### config.mk
export PLATFORM = sky130hd
export DESIGN_NAME = byte_parity_unit
export DESIGN_NICKNAME = d
export VERILOG_FILES = /design/src/rtl/bpg_pkg.sv /design/src/rtl/bpg_cfg_reg.sv /design/src/rtl/bpg_gen.sv /design/src/rtl/bpg_check.sv /design/src/rtl/byte_parity_unit.sv
export SDC_FILE = /design/constraint.sdc
export NUM_CORES = 1
export LEC_CHECK = 0
export BUFFER_PORTS_ARGS = -buffer_cell sky130_fd_sc_hd__buf_2
export CORE_MARGIN = 2
export CORE_UTILIZATION = 42
export DETAILED_ROUTE_END_ITERATION = 12
export GPL_ROUTABILITY_DRIVEN = 0
export GPL_TIMING_DRIVEN = 0
export PLACE_DENSITY = 0.8
export SLEW_MARGIN = 20
export SYNTH_ARGS = -nofsm -noshare
export SYNTH_HDL_FRONTEND = slang
export SYNTH_SLANG_ARGS = --single-unit
### constraint.sdc
create_clock -name clk -period 1.7 [get_ports clk]
set_input_delay 0.085 -clock clk [delete_from_list [all_inputs] [get_ports clk]]
set_output_delay 0.085 -clock clk [all_outputs]
set_load 0.005 [all_outputs]
### src/rtl/bpg_pkg.sv
package bpg_pkg;

    localparam int LANES     = 4;
    localparam int DATA_BITS = 8;
    localparam int LANE_W    = DATA_BITS + 1;
    localparam int WORD_W    = LANES * LANE_W;

    typedef logic [LANE_W-1:0] lane_t;
    typedef logic [WORD_W-1:0] word_t;

    // Packed so that bit 0 is gen_en and bit 1 is even_sel.
    typedef struct packed {
        logic even_sel;
        logic gen_en;
    } cfg_t;

    localparam cfg_t CFG_RESET = '{even_sel: 1'b0, gen_en: 1'b0};

    // Bit that completes a lane to the selected parity sense.
    function automatic logic stamp_bit(input logic [DATA_BITS-1:0] d, input logic even_sel);
        return (^d) ^ ~even_sel;
    endfunction

    // A lane is wrong when its ones-count parity equals even_sel:
    // odd sense needs XOR 1, even sense needs XOR 0.
    function automatic logic lane_wrong(input lane_t l, input logic even_sel);
        return (^l) == even_sel;
    endfunction

endpackage

### src/rtl/bpg_cfg_reg.sv
module bpg_cfg_reg
    import bpg_pkg::*;
(
    input  logic clk,
    input  logic rst,
    input  logic we,
    input  cfg_t wdata,
    output cfg_t cfg
);

    always_ff @(posedge clk) begin
        if (rst)
            cfg <= CFG_RESET;
        else if (we)
            cfg <= wdata;
    end

    AST_CFG_HOLD: assert property (@(posedge clk) disable iff (rst)
        !we |=> $stable(cfg)) else $error("cfg changed without strobe");

    AST_CFG_LOAD: assert property (@(posedge clk) disable iff (rst)
        we |=> cfg == $past(wdata)) else $error("cfg not loaded");

endmodule

### src/rtl/bpg_gen.sv
module bpg_gen
    import bpg_pkg::*;
#(
    parameter int NUM_LANES = LANES,
    localparam int W = NUM_LANES * LANE_W
) (
    input  cfg_t         cfg,
    input  logic [W-1:0] din,
    output logic [W-1:0] dout
);

    for (genvar k = 0; k < NUM_LANES; k++) begin : g_lane
        localparam int BASE = k * LANE_W;
        logic [DATA_BITS-1:0] data;
        assign data = din[BASE +: DATA_BITS];
        assign dout[BASE +: DATA_BITS] = data;
        assign dout[BASE + DATA_BITS] = cfg.gen_en ? stamp_bit(data, cfg.even_sel)
                                                   : din[BASE + DATA_BITS];
    end

endmodule

### src/rtl/bpg_check.sv
module bpg_check
    import bpg_pkg::*;
#(
    parameter int NUM_LANES = LANES,
    localparam int W = NUM_LANES * LANE_W
) (
    input  logic         clk,
    input  logic         rst,
    input  cfg_t         cfg,
    input  logic         rd_en,
    input  logic [W-1:0] din,
    output logic [W-1:0] dout,
    output logic         err
);

    logic [NUM_LANES-1:0] wrong;

    for (genvar k = 0; k < NUM_LANES; k++) begin : g_lane
        assign wrong[k] = lane_wrong(din[k*LANE_W +: LANE_W], cfg.even_sel);
    end

    always_ff @(posedge clk) begin
        if (rst) begin
            dout <= '0;
            err  <= 1'b0;
        end else if (rd_en) begin
            dout <= din;
            err  <= |wrong;
        end
    end

    AST_RD_HOLD: assert property (@(posedge clk) disable iff (rst)
        !rd_en |=> $stable(dout) && $stable(err)) else $error("read side moved");

    AST_RD_CAPTURE: assert property (@(posedge clk) disable iff (rst)
        rd_en |=> dout == $past(din)) else $error("word not captured");

endmodule

### src/rtl/byte_parity_unit.sv
module byte_parity_unit
    import bpg_pkg::*;
#(
    parameter int NUM_LANES = LANES,
    localparam int W = NUM_LANES * LANE_W
) (
    input  logic         clk,
    input  logic         rst,
    input  logic         cfg_we,
    input  logic [1:0]   cfg_wdata,
    input  logic [W-1:0] wr_data_in,
    output logic [W-1:0] wr_data_out,
    input  logic         rd_en,
    input  logic [W-1:0] rd_data_in,
    output logic [W-1:0] rd_data_out,
    output logic         rd_par_err
);

    cfg_t cfg;

    bpg_cfg_reg u_cfg (
        .clk   (clk),
        .rst   (rst),
        .we    (cfg_we),
        .wdata (cfg_t'(cfg_wdata)),
        .cfg   (cfg)
    );

    bpg_gen #(.NUM_LANES(NUM_LANES)) u_gen (
        .cfg  (cfg),
        .din  (wr_data_in),
        .dout (wr_data_out)
    );

    bpg_check #(.NUM_LANES(NUM_LANES)) u_chk (
        .clk   (clk),
        .rst   (rst),
        .cfg   (cfg),
        .rd_en (rd_en),
        .din   (rd_data_in),
        .dout  (rd_data_out),
        .err   (rd_par_err)
    );

    logic [W-1:0] data_mask;
    for (genvar k = 0; k < NUM_LANES; k++) begin : g_mask
        assign data_mask[k*LANE_W +: LANE_W] = {1'b0, {DATA_BITS{1'b1}}};
    end

    AST_DATA_KEPT: assert property (@(posedge clk) disable iff (rst)
        (wr_data_out & data_mask) == (wr_data_in & data_mask)) else $error("data bits altered");

    AST_PASS_THRU: assert property (@(posedge clk) disable iff (rst)
        !cfg.gen_en |-> wr_data_out == wr_data_in) else $error("pass-through broken");

    AST_LOOPBACK: assert property (@(posedge clk) disable iff (rst)
        cfg.gen_en && rd_en && (rd_data_in == wr_data_out) |=> !rd_par_err) else $error("stamped word failed");

    AST_RESET_CLEAN: assert property (@(posedge clk) disable iff (rst)
        $past(rst) |-> !rd_par_err && rd_data_out == '0) else $error("reset state");

endmodule

==> results.py <==
metrics = {
    "place": {
        "io_buffers": 148,
        "dpl.hpwl_um": 4570,
        "placed_area_um2": 3110,
    },
    "global_routing": {
        "grt.total_usage": 0.179,
        "grt_pass1_wl_um": 8600,
        "grt_max_degree": 13,
        "grt_antenna_before_repair": 0,
        "grt_pass1_vias": 1989,
        "grt_overflow": 0,
    },
    "logic_synthesis": {
        "yosys.area_share.xor_xnor": 0.258,
        "synth_area_um2": 2280,
        "ys_warn_count": 0,
        "ys_seq_area_frac": 0.343,
        "ys_ff_latch": 39,
        "synth_compound_area_frac": 0.0181,
        "syn-num-nets": 311,
        "synthMuxAreaShare": 0.183,
        "avgSynthCellArea_um2": 9.78,
        "syn_inst": 233,
        "yosys_most_used_dff": "dfxtp_1",
        "async_reset_ff_frac": 0,
        "synth_edf_count": 0,
        "yosysUniqueCellTypes": 20,
        "synthSimpleGateAreaFrac": 0.0736,
        "synth_fa_ha_area_frac": 0,
        "synth_top_family_by_area": "XOR/XNOR gates",
    },
    "power": {
        "combinationalPowerShare": 0.291,
        "swShare": 0.248,
        "p_switching_uw": 665,
        "p_int_mw": 2.01,
        "power_density_nw_per_um2": 828,
        "leakage_nw": 1.74,
        "total_power_mw": 2.68,
        "vdd_drop_max_uv": 475,
        "clockPowerShare": 0.337,
        "seq_power_share": 0.372,
    },
    "timing": {
        "fin_crit_ns": 1.49,
        "worst_slew_pin_slew_ns": 0.693,
        "hold_viol": 0,
        "finalSetupViolations": 0,
        "rsz0062_at_grt": "false",
        "hold-worst-slack_ns": 0.0439,
        "max_freq_mhz": 669,
        "post-route-period-util": 0.879,
        "setup_tns_ns": 0,
        "finClkSkew_ns": 0.00188,
        "relSlewSlack": 0.538,
        "maxSlewViolCount": 0,
    },
    "cts": {
        "cts_buffers": 5,
        "cts_tree": "yes",
        "clockRootBuffer": "clkbuf_8",
        "cts_resized": 0,
        "ctsLongestPathBuffers": 2,
        "clk_latency_ns": 0.28,
        "cts_hold_buf": 0,
        "htree_levels": 2,
        "post_cts.repair.setup_buffers": 0,
        "cts_sinks": 39,
        "clk_pin_slew_worst_paths_ns": 0.07,
    },
    "setup_path": {
        "crit_fanout": 10,
        "endpoint_kind": "output port",
        "required_ns": 1.62,
        "start_kind": "flop",
        "r2r_cells": 4,
        "crit_type": "flop to output port",
        "r2r_slack_ns": 0.61,
        "arrival_ns": 1.41,
        "r2r_start": "u_cfg.cfg[1]",
        "r2r-end": "u_chk.err",
    },
    "floorplan": {
        "rows": 26,
        "ios": 151,
        "dieHeight_um": 77.7,
        "die_w_um": 77.7,
        "core_area_um2": 5170,
        "dieArea_um2": 6030,
        "start_util": 0.440,
    },
    "routing": {
        "viasPerCell": 4.41,
        "firstDrtPassIters": 2,
        "postRouteAntennaNets": 0,
        "num_vias": 2022,
        "drc_errors": 0,
        "wl_per_cell_um": 11.7,
        "initialDrtViolationCount": 27,
        "wl_um": 5350,
    },
    "worst_hold_path": {
        "hp-class": "primary input to flop",
        "holdCritStartpoint": "cfg_wdata[1]",
        "min_delay_path_depth": 3,
        "hold_end": "u_cfg.cfg[1]",
    },
    "cells_and_area": {
        "fin_nets": 465,
        "final_cell_mix": "buf_2 (151), nor2_1 (42), xnor2_1 (41), mux2i_1 (39), dfxtp_1 (39)",
        "drive_gt1_frac": 0.495,
        "diodes": 0,
        "utilization": 0.626,
        "area_growth_syn_to_layout_pct": 42.0,
        "mostFrequentLayoutCell": "buf_2",
        "fillCellCount": 443,
        "final_area_um2": 3240,
    },
    "job": {
        "cap_violations": 0,
    },
    "outcome": {
        "status": "finished clean",
    },
}
==> synth_stat cells (3+ instances only) <==
master     n  share of area
nor2_1    42          0.069
mux2i_1   39           0.17
xor2_1    13          0.050
xnor3_1    4          0.040
buf_4     32           0.11
dfxtp_1   39           0.34
buf_2      3         0.0066
clkbuf_1   6         0.0099
xnor2_1   41           0.16
a21oi_1    4         0.0088
==> per-stage QoR <==
stage | setup slack [ns] | instances
after global routing | 0.0487 | 458
after global placement | 0.162 | 451
after CTS | 0.00300 | 459
after detailed placement | 0.152 | 451
after floorplan | 0.364 | 233
final | 0.205 | 458
==> layout make-up <==
type	instances	area [um2]	area share
Buffer	41	278	0.0858
Clock buffer	6	72.6	0.0224
Clock inverter	2	60.1	0.0186
Inverter	1	3.75	0.00116
Multi-Input combinational cell	151	1210	0.375
Sequential cell	39	781	0.241
Tap cell	70	87.6	0.0271
Timing Repair Buffer	148	741	0.229
==> state kept, by name, indices dropped and copies added (netlist names) <==
register / cells
u_chk.dout: 36
u_cfg.cfg: 2
u_chk.err: 1
==> worst max-delay path, stage by stage, from the launching register on <==
cell	delay (ns)
dfxtp_1	0.57
xnor2_1	0.14
xnor2_1	0.14
a21oi_1	0.14
buf_2	0.14
==> routing by layer <==
layer,up-vias,GRT usage,part of all wire
li1,1024,-,-
met1,897,0.184,0.38
met2,99,0.345,0.53
met3,2,0.0523,0.085
met4,0,0.0500,0.0064
met5,-,0,0
==> worst max path at each step <==
stage / from / to / slack [ns] / cells past startpoint
after floorplan: rd_data_in[21] / u_chk.err / 0.36 / 5
after global placement: rd_data_in[21] / u_chk.err / 0.16 / 6
after detailed placement: rd_data_in[21] / u_chk.err / 0.15 / 6
after CTS: u_cfg.cfg[1] / wr_data_out[8] / 0.003 / 5
after global routing: u_cfg.cfg[1] / wr_data_out[8] / 0.05 / 4
final: u_cfg.cfg[1] / wr_data_out[35] / 0.21 / 4
==> kinds of logic (layout without fill, tap and decap cells) <==
group / count (synthesis) / count (layout)
simple gates: 44 / 44
mux: 41 / 41
buf+inv: 43 / 198
flops: 39 / 39
compound gates: 7 / 7
xor+xnor: 59 / 59
==> power groups by stage <==
stage	Sequential, mW	Clock [mW]	Combinational (mW)
2_1_floorplan	1.02	0	0.507
3_3_place_gp	1.01	0	0.785
3_5_place_dp	1.01	0	0.797
4_1_cts	0.994	0.933	0.801
5_1_grt	1.01	0.970	0.853
6_report	0.998	0.903	0.780
(Power assumes the default switching activity.)
